File: src/rtl/zc_pkg.sv
package zc_pkg;
  localparam int GAIN_W        = 5;
  localparam int VOL_W         = 8;
  localparam int GAIN_MAX      = 18;
  localparam int VOL_MUTE      = 80;
  localparam int VOL_BOOST_MAX = 10;
  localparam int VOL_BOOST_LO  = 128 - VOL_BOOST_MAX;

  typedef logic [GAIN_W-1:0] gain_t;
  typedef logic [VOL_W-1:0]  vol_t;

  typedef struct packed {
    logic       gate_en;
    logic       stage_sel;
    logic       auto_sel;
    logic [1:0] tmo_sel;
  } zc_mode_t;

  // Saturate an input gain code to its top step.
  function automatic gain_t gain_sat(input gain_t g);
    return (g > gain_t'(GAIN_MAX)) ? gain_t'(GAIN_MAX) : g;
  endfunction

  // A volume code is legal when it is an attenuation, mute or a boost step.
  function automatic logic vol_is_legal(input vol_t v);
    return (v <= vol_t'(VOL_MUTE)) ||
           ((v >= vol_t'(VOL_BOOST_LO)) && (v <= vol_t'(127)));
  endfunction

  function automatic vol_t vol_clean(input vol_t v);
    return vol_is_legal(v) ? v : vol_t'(VOL_MUTE);
  endfunction
endpackage

File: src/rtl/zc_timeout.sv
module zc_timeout #(
  parameter int BASE_MS = 10,
  parameter int CNT_W   = $clog2(BASE_MS * 8 + 1)
) (
  input  logic             clk,
  input  logic             rst_n,
  input  logic             load_i,
  input  logic [1:0]       tmo_sel_i,
  input  logic             any_pend_i,
  input  logic             ms_tick_i,
  output logic             expire_o,
  output logic [CNT_W-1:0] cnt_o,
  output logic [CNT_W-1:0] limit_o
);
  logic [1:0]       sel_q;
  logic [CNT_W-1:0] cnt_q;
  logic [CNT_W-1:0] limit;
  logic             last_tick;

  // Fallback time doubles with each step of the select field.
  assign limit     = CNT_W'(BASE_MS) << sel_q;
  assign last_tick = (cnt_q == limit - CNT_W'(1));
  assign expire_o  = any_pend_i && ms_tick_i && last_tick && !load_i;
  assign cnt_o     = cnt_q;
  assign limit_o   = limit;

  always_ff @(posedge clk or negedge rst_n) begin
    if (!rst_n) begin
      sel_q <= '0;
      cnt_q <= '0;
    end else if (load_i) begin
      sel_q <= tmo_sel_i;
      cnt_q <= '0;
    end else if (any_pend_i && ms_tick_i) begin
      cnt_q <= last_tick ? '0 : cnt_q + CNT_W'(1);
    end
  end
endmodule

File: src/rtl/zc_chan.sv
module zc_chan
  import zc_pkg::*;
(
  input  logic     clk,
  input  logic     rst_n,
  input  logic     load_i,
  input  zc_mode_t mode_i,
  input  gain_t    gain_i,
  input  vol_t     vol_i,
  input  logic     zc_gain_i,
  input  logic     zc_vol_i,
  input  logic     expire_i,
  output gain_t    gain_o,
  output vol_t     vol_o,
  output logic     pend_o,
  output logic     commit_o
);
  gain_t gain_q, gain_p, gain_n;
  vol_t  vol_q, vol_p, vol_n;
  logic  pend_q, watch_vol_q, watch_vol_n, zc_hit;

  assign gain_n      = gain_sat(gain_i);
  assign vol_n       = vol_clean(vol_i);
  assign watch_vol_n = mode_i.auto_sel ? (vol_n != vol_q) : mode_i.stage_sel;
  assign zc_hit      = watch_vol_q ? zc_vol_i : zc_gain_i;
  assign commit_o    = pend_q && !load_i && (zc_hit || expire_i);

  always_ff @(posedge clk or negedge rst_n) begin
    if (!rst_n) begin
      gain_q      <= '0;
      vol_q       <= vol_t'(VOL_MUTE);
      gain_p      <= '0;
      vol_p       <= vol_t'(VOL_MUTE);
      pend_q      <= 1'b0;
      watch_vol_q <= 1'b0;
    end else if (load_i) begin
      if (mode_i.gate_en) begin
        gain_p      <= gain_n;
        vol_p       <= vol_n;
        pend_q      <= 1'b1;
        watch_vol_q <= watch_vol_n;
      end else begin
        gain_q <= gain_n;
        vol_q  <= vol_n;
        pend_q <= 1'b0;
      end
    end else if (commit_o) begin
      gain_q <= gain_p;
      vol_q  <= vol_p;
      pend_q <= 1'b0;
    end
  end

  assign gain_o = gain_q;
  assign vol_o  = vol_q;
  assign pend_o = pend_q;
endmodule

File: src/rtl/zc_gain_updater.sv
module zc_gain_updater
  import zc_pkg::*;
#(
  parameter int BASE_MS = 10,
  parameter int N_CH    = 2
) (
  input  logic       clk,
  input  logic       rst_n,
  input  logic       load_i,
  input  logic       gate_en_i,
  input  logic       stage_sel_i,
  input  logic       auto_i,
  input  logic [1:0] tmo_sel_i,
  input  logic [4:0] gain_l_i,
  input  logic [4:0] gain_r_i,
  input  logic [7:0] vol_l_i,
  input  logic [7:0] vol_r_i,
  input  logic       zc_gain_l_i,
  input  logic       zc_gain_r_i,
  input  logic       zc_vol_l_i,
  input  logic       zc_vol_r_i,
  input  logic       ms_tick_i,
  output logic [4:0] gain_l_o,
  output logic [4:0] gain_r_o,
  output logic [7:0] vol_l_o,
  output logic [7:0] vol_r_o
);
  localparam int CNT_W = $clog2(BASE_MS * 8 + 1);

  zc_mode_t         mode;
  gain_t            gain_in  [N_CH];
  vol_t             vol_in   [N_CH];
  gain_t            gain_out [N_CH];
  vol_t             vol_out  [N_CH];
  logic [N_CH-1:0]  zc_g, zc_v, pend_w, commit_w;
  logic             expire_w, any_pend_w;
  logic [CNT_W-1:0] tcnt_w, tlimit_w;

  assign mode = '{gate_en: gate_en_i, stage_sel: stage_sel_i,
                  auto_sel: auto_i, tmo_sel: tmo_sel_i};

  assign gain_in[0] = gain_l_i;
  assign gain_in[1] = gain_r_i;
  assign vol_in[0]  = vol_l_i;
  assign vol_in[1]  = vol_r_i;
  assign zc_g       = {zc_gain_r_i, zc_gain_l_i};
  assign zc_v       = {zc_vol_r_i, zc_vol_l_i};
  assign any_pend_w = |pend_w;

  zc_timeout #(.BASE_MS(BASE_MS), .CNT_W(CNT_W)) u_tmo (
    .clk       (clk),
    .rst_n     (rst_n),
    .load_i    (load_i),
    .tmo_sel_i (tmo_sel_i),
    .any_pend_i(any_pend_w),
    .ms_tick_i (ms_tick_i),
    .expire_o  (expire_w),
    .cnt_o     (tcnt_w),
    .limit_o   (tlimit_w)
  );

  for (genvar c = 0; c < N_CH; c++) begin : g_ch
    zc_chan u_ch (
      .clk      (clk),
      .rst_n    (rst_n),
      .load_i   (load_i),
      .mode_i   (mode),
      .gain_i   (gain_in[c]),
      .vol_i    (vol_in[c]),
      .zc_gain_i(zc_g[c]),
      .zc_vol_i (zc_v[c]),
      .expire_i (expire_w),
      .gain_o   (gain_out[c]),
      .vol_o    (vol_out[c]),
      .pend_o   (pend_w[c]),
      .commit_o (commit_w[c])
    );
  end

  assign gain_l_o = gain_out[0];
  assign gain_r_o = gain_out[1];
  assign vol_l_o  = vol_out[0];
  assign vol_r_o  = vol_out[1];
endmodule

File: config.mk
export PLATFORM = sky130hd
export DESIGN_NAME = zc_gain_updater
export DESIGN_NICKNAME = d
export VERILOG_FILES = /design/src/rtl/zc_pkg.sv /design/src/rtl/zc_timeout.sv /design/src/rtl/zc_chan.sv /design/src/rtl/zc_gain_updater.sv
export SDC_FILE = /design/constraint.sdc
export NUM_CORES = 1
export LEC_CHECK = 0
export ABC_AREA = 1
export BUFFER_PORTS_ARGS = -buffer_cell sky130_fd_sc_hd__buf_4
export CAP_MARGIN = 10
export CORE_MARGIN = 8
export CORE_UTILIZATION = 37
export DETAILED_ROUTE_END_ITERATION = 7
export PLACE_DENSITY = 0.59
export SYNTH_ARGS = -nofsm -noshare
export SYNTH_HDL_FRONTEND = slang
export SYNTH_SLANG_ARGS = --single-unit
File: constraint.sdc
create_clock -name clk -period 1.9 [get_ports clk]
set_input_delay 0.38 -clock clk [delete_from_list [all_inputs] [get_ports clk]]
set_output_delay 0.38 -clock clk [all_outputs]
set_load 0.005 [all_outputs]
==> results.json, run 1 <==
{
  "hp-start": "gain_r_i[4]",
  "p_per_area_nw_per_um2": 756.8,
  "synth_top_area_cell": "dfrtp_1",
  "cp-end-kind": "flip-flop",
  "ys_top_cells_by_area": "dfrtp_1 (39%), nand2_1 (17%), o21ai_0 (6.9%)",
  "yosys.area_share.simple_pct": 31.89,
  "syn_avg_cell_area_um2": 7.385,
  "power_mw": 3.566,
  "setup.worst_path.start": "u_tmo.sel_q[0]",
  "die-area_um2": 13270,
  "rsz0062_at_grt": "true",
  "syn_nets": 538,
  "pre_cts_slack_ns": -0.1109,
  "viasPerCell": 4.771,
  "cts.sinks": 65,
  "fin_crit_sh_pct": 106.6,
  "synth_compound_area_share_pct": 9.210,
  "yosys-top-cells-count": "nand2_1 (162), inv_1 (60), dfrtp_1 (57)",
  "row_count": 36,
  "first_iter_violations": 203,
  "syn_to_final_growth_pct": 29.42,
  "startpoint_type": "flip-flop",
  "fp.dieW_um": 115.2,
  "htree_num_levels": 3,
  "root_buffer": "clkbuf_8",
  "grt_antenna_before_repair": 0,
  "hpwl_um": 6983,
  "wl_per_cell_um": 13.77,
  "grt_overflow": 0,
  "synth_xor_area_share_pct": 1.684,
  "hold_depth": 3,
  "slew_viol_final": 0,
  "top_level_ports": 65,
  "dpl-instance-area_um2": 4287,
  "required_ns": 2.18,
  "synth_mux_area_share_pct": 0.5498,
  "grt_max_degree": 40,
  "slew_headroom_pct": 44.20,
  "worstHoldPathType": "input pin to flip-flop",
  "async_reset_ff_share_pct": 100.0,
  "yosysMostFrequentCell": "nand2_1",
  "rr_worst_depth": 12,
  "synth_top_family_by_area": "simple AND/OR/NAND/NOR gates",
  "timing.final.ws_setup_ns": -0.1253,
  "synthFlopType": "dfrtp_1",
  "crit_arrival_ns": 2.30,
  "synthAdderAreaFrac_pct": 2.062,
  "synth_top_area_share_pct": 39.18,
  "drt_wl_total_um": 9791,
  "yosysUniqueCellTypes": 29,
  "worst_slew_pin_slew_ns": 0.8370,
  "clk_path_buf_depth": 2,
  "grt_pass1_wl_um": 16550,
  "drive_gt1_share_pct": 25.95,
  "drv_cap": 0,
  "ys_ff_latch": 65,
  "p_leak_nw": 2.387,
  "cts_tree": "done",
  "core_area_um2": 9684,
  "nFillCells": 964,
  "outcome": "complete, but fails checks",
  "dieHeight_um": 115.2,
  "syn_inst": 493,
  "setup_viol": 27,
  "routed-via-count": 3392,
  "finalHoldViolCount": 0,
  "synth_area_um2": 3641,
  "crit_fanout": 8,
  "numCtsBuffers": 9,
  "timing.fmax_ghz": 0.4938,
  "gp_routability_congestion": 0.8499,
  "clkTransAtPathRegs_ns": 0.07,
  "drc": 0,
  "hold_ws_ns": 0.2534,
  "rr_endpoint": "g_ch[0].u_ch.vol_o[3]",
  "path_class": "flip-flop to flip-flop",
  "whs_endpoint": "g_ch[1].u_ch.gain_p[4]",
  "synth_edf_count": 0,
  "antenna_cells": 0,
  "firstDrtPassIters": 4,
  "finClkSkew_ns": 0.006252,
  "ant_nets": 0,
  "violations": "negative setup slack",
  "ys.warnings.count": 0,
  "yosysSeqAreaShare_pct": 44.95,
  "first_global_vias": 3524,
  "vdd_drop_max_mv": 0.3517,
  "io_buffers": 64,
  "period_minus_slack_ns": 2.025,
  "r2r-start": "u_tmo.sel_q[0]",
  "layout.nets": 618,
  "start_util_pct": 37.60,
  "clkLatencyLatePin_ns": 0.34,
  "final_area_um2": 4712,
  "grt_usage_pct": 15.68,
  "reg2reg_slack_ns": -0.13
}
[per-stage QoR]
step / std cells / setup TNS, ns / utilization (%)
floorplan: 493 / 0 / -
detailed placement: 685 / -2.465 / 44.26
CTS: 709 / -1.115 / 47.93
global route: 711 / -6.434 / 48.66
finish: 711 / -2.667 / 48.66
global placement: 685 / 0 / 44.26
[worst max path at each step]
stage / to / slack, ns
global placement: g_ch[0].u_ch.vol_o[3] / 0.01
floorplan: g_ch[0].u_ch.gain_o[0] / 0.13
CTS: g_ch[0].u_ch.gain_o[0] / -0.07
global route: g_ch[0].u_ch.vol_o[3] / -0.24
finish: g_ch[0].u_ch.vol_o[3] / -0.13
detailed placement: g_ch[0].u_ch.vol_o[0] / -0.11
[metal layers]
| metal | global-route usage [%] | wire length (um) | vias up |
|---|---|---|---|
| li1 | - | - | 1716 |
| met1 | 19.57 | 4577 | 1601 |
| met2 | 26.03 | 4672 | 65 |
| met3 | 4.622 | 438 | 10 |
| met4 | 3.678 | 104 | 0 |
| met5 | 0 | 0 | - |
[layout by cell type (no fill, tap or decap), types with 3 or more instances in the layout]
cell and count:
xor2_1 3, nand2_4 4, inv_1 58, o22ai_1 6
nand2_1 145, dfstp_2 8, clkinv_2 4, a21oi_1 4
nor2_1 33, o21ai_0 48, nor3_1 3, xnor2_1 3
nor2_2 4, ha_1 3, buf_4 82, nand2_2 17
nand2_8 5, dfrtp_1 57, clkbuf_8 9, nand3_1 48
nand3b_1 6
[power by group]
| part | internal (mW) | switching [mW] | total [mW] | leakage, nW |
|---|---|---|---|---|
| clock network | 0.464 | 0.541 | 1.00 | 0.0818 |
| registers | 1.56 | 0.128 | 1.69 | 0.828 |
| logic | 0.402 | 0.472 | 0.874 | 1.48 |
[logic make-up after synthesis]
group	after synthesis
simple gates	269
buf+inv	80
flops	65
compound gates	64
xor+xnor	7
fa+ha+maj	6
mux	2
[repair_timing]
item	CTS	global route
endpoints found under the hold margin	22	0
pin swaps	8	12
setup buffers	5	1
endpoints found under the setup margin	26	34
gates resized for setup	27	18
cloned	2	1
hold buffers	1	0
[critical path, stage by stage, from the launching register on]
cell and delay [ns]:
dfrtp_1 0.42, inv_2 0.08, ha_4 0.17, buf_6 0.11, xor2_2 0.20, nor2_2 0.09, nor3_4 0.25, nand4_4 0.15
nand2_4 0.14, nand2_8 0.10, nand2_8 0.14, nand2_2 0.06, nand2_1 0.06
[final cells by class]
| type | instances | area (um^2) | share of cell area [%] |
|---|---|---|---|
| Timing Repair Buffer | 86 | 668.1 | 14.18 |
| Multi-Input combinational cell | 351 | 1853 | 39.33 |
| Clock buffer | 10 | 127.6 | 2.708 |
| Tap cell | 133 | 166.4 | 3.532 |
| Inverter | 60 | 225.2 | 4.780 |
| Clock inverter | 6 | 35.03 | 0.7435 |
| Sequential cell | 65 | 1637 | 34.73 |
[sequential cells by signal (all words and copies together), names as in the netlist]
signal                 cells
g_ch.u_ch.gain_p          10
g_ch.u_ch.pend_o           2
u_tmo.sel_q                2
g_ch.u_ch.gain_o          10
g_ch.u_ch.vol_p           16
g_ch.u_ch.vol_o           16
g_ch.u_ch.watch_vol_q      2
u_tmo.cnt_o                7
Note: power is estimated with default switching activity, not from simulation.
==> run 2: changes to the inputs <==
--- a/config.mk
+++ b/config.mk
@@ -14,4 +14,5 @@
 export PLACE_DENSITY = 0.59
 export SYNTH_ARGS = -nofsm -noshare
 export SYNTH_HDL_FRONTEND = slang
+export SYNTH_HIERARCHICAL = 1
 export SYNTH_SLANG_ARGS = --single-unit
==> run 2 against run 1 <==
The flow still finishes with violations (negative setup slack). Core utilization grew 1.5 points. Die area shrank 1.2%. Critical path type unchanged. First-iteration DRC count shrank 33%. Wire length shrank 6.3%. Critical endpoint is now g_ch[1].u_ch/gain_o[3]. Count of clock-buffer cells in the layout grew 1.
==> results.json, run 2 <==
{
  "power_mw": 3.876,
  "drc": 0,
  "ys.warnings.count": 6,
  "worstPathCellList": "buf_4 > ha_1 > nor2_1 > o21ai_0 > nor2_1 > nand2_2 > nor3_4 > a211oi_1 > nand3b_1 > o21ai_4 > buf_6 > nor2_1 > a31oi_1",
  "clkTransAtPathRegs_ns": 0.07,
  "cp-end-kind": "flip-flop",
  "slew_headroom_pct": 72.55,
  "timing.fmax_ghz": 0.4302,
  "grt_antenna_before_repair": 0,
  "crit_slowest_cell": "dfrtp_1",
  "drv_cap": 0,
  "startpoint_type": "flip-flop",
  "vdd_drop_max_mv": 0.3727,
  "numCtsBuffers": 9,
  "cts_tree": "done",
  "htree_num_levels": 3,
  "crit_fanout": 8,
  "hold_depth": 3,
  "root_buffer": "clkbuf_8",
  "wl_per_cell_um": 13.01,
  "start_util_pct": 37.40,
  "grt_max_degree": 33,
  "syn_to_final_growth_pct": 34.03,
  "pre_cts_slack_ns": -0.4216,
  "crit_arrival_ns": 2.57,
  "layout_common_cells": "nand2_1 (135), buf_4 (92), dfrtp_1 (57), nor2_1 (54), inv_1 (50)",
  "p_per_area_nw_per_um2": 806.0,
  "period_minus_slack_ns": 2.324,
  "syn_inst": 467,
  "final_common_cell": "nand2_1",
  "fin_crit_sh_pct": 122.3,
  "cts.sinks": 65,
  "finClkSkew_ns": 0.01174,
  "first_iter_violations": 136,
  "firstDrtPassIters": 4,
  "tns_ns": -9.579,
  "hpwl_um": 6916,
  "layout.nets": 612,
  "dieHeight_um": 114.5,
  "grt_pass1_wl_um": 15250,
  "clkLatencyLatePin_ns": 0.34,
  "worst_slew_pin_slew_ns": 0.4118,
  "drive_gt1_share_pct": 29.37,
  "finalHoldViolCount": 0,
  "violations": "negative setup slack",
  "viasPerCell": 4.670,
  "antenna_cells": 0,
  "ant_nets": 0,
  "p_leak_nw": 2.385,
  "syn_avg_cell_area_um2": 7.684,
  "io_buffers": 64,
  "die-area_um2": 13110,
  "worstHoldPathType": "input pin to flip-flop",
  "grt_overflow": 0,
  "drt_wl_total_um": 9171,
  "rr_worst_depth": 13,
  "slew_viol_final": 0,
  "required_ns": 2.14,
  "routed-via-count": 3292,
  "grt_usage_pct": 14.39,
  "first_global_vias": 3235,
  "path_class": "flip-flop to flip-flop",
  "setup_viol": 26,
  "nFillCells": 932,
  "timing.final.ws_setup_ns": -0.4244,
  "cp_common_cell": "nor2_1",
  "outcome": "complete, but fails checks",
  "core_area_um2": 9594,
  "gp_routability_congestion": 0.8440,
  "row_count": 36,
  "crit_path_max_incr_delay_ns": 0.41,
  "syn_nets": 512,
  "clk_path_buf_depth": 2,
  "synth_area_um2": 3588,
  "fp.dieW_um": 114.5,
  "top_level_ports": 65,
  "rsz0062_at_grt": "true"
}
[run 2: power breakdown]
part	internal [mW]	switching, mW
clock	0.738	0.534
sequential	1.57	0.138
combinational	0.446	0.449
total	2.76	1.12
[run 2: path summary, 6_finish.rpt]
check                                         end                   start  slack (ns)
max                        g_ch[1].u_ch/gain_o[3]          u_tmo/sel_q[0]       -0.42
min                                u_tmo/sel_q[1]            tmo_sel_i[1]        0.25
max reg2reg                g_ch[1].u_ch/gain_o[3]          u_tmo/sel_q[0]       -0.42
min reg2reg                g_ch[1].u_ch/gain_p[1]  g_ch[1].u_ch/gain_p[1]        0.48
max in group asynchronous   g_ch[0].u_ch/vol_p[4]                   rst_n        0.84
min in group asynchronous   g_ch[1].u_ch/vol_o[0]                   rst_n        0.52
[run 2: timing repair]
| item | 4_1_cts | 5_1_grt |
|---|---|---|
| endpoints found under the setup margin | 26 | 27 |
| hold buffers | 1 | 0 |
| resized for setup | 10 | 21 |
| endpoints found under the hold margin | 20 | 0 |
| buffers inserted | 3 | 6 |
| pin swaps | 1 | 2 |
| cloned | 1 | 0 |
[run 2: through the flow]
step / std cells / util, % / hold WS [ns] / cell area (um^2)
6_report: 705 / 50.13 / 0.2532 / 4810
5_1_grt: 705 / 50.13 / 0.2531 / 4810
4_1_cts: 701 / 49.04 / 0.2412 / 4705
2_1_floorplan: 467 / - / 0.08441 / 3618
3_3_place_gp: 680 / 46.00 / 0.3454 / 4413
3_5_place_dp: 680 / 46.00 / 0.3489 / 4413
[run 2: metal layers]
layer  track usage (%)  vias up  share of wire (%)  wire length [um]
met5                 0        -                  0                 0
li1                  -     1694                  -                 -
met4             2.751        0               0.70                64
met2             24.34       73                 48              4446
met3             4.589        5                6.0               550
met1             17.53     1520                 45              4111
[run 2: area by class of cell]
cell class	instances	area, um^2	area share (%)
Inverter	57	214.0	4.448
Sequential cell	65	1637	34.03
Clock inverter	5	80.08	1.665
Tap cell	133	166.4	3.460
Clock buffer	11	131.4	2.732
Multi-Input combinational cell	331	1750	36.39
Timing Repair Buffer	103	830.8	17.27
[run 2: worst max-delay path: cells and delay by family (launching register included)]
family	cells	cell delay (ns)
adder cells (fa/ha/maj)	1	0.20
flip-flops	1	0.41
AND/OR/NAND/NOR	6	0.81
AO/OA/AOI/OAI	4	0.50
buffers and inverters	2	0.32
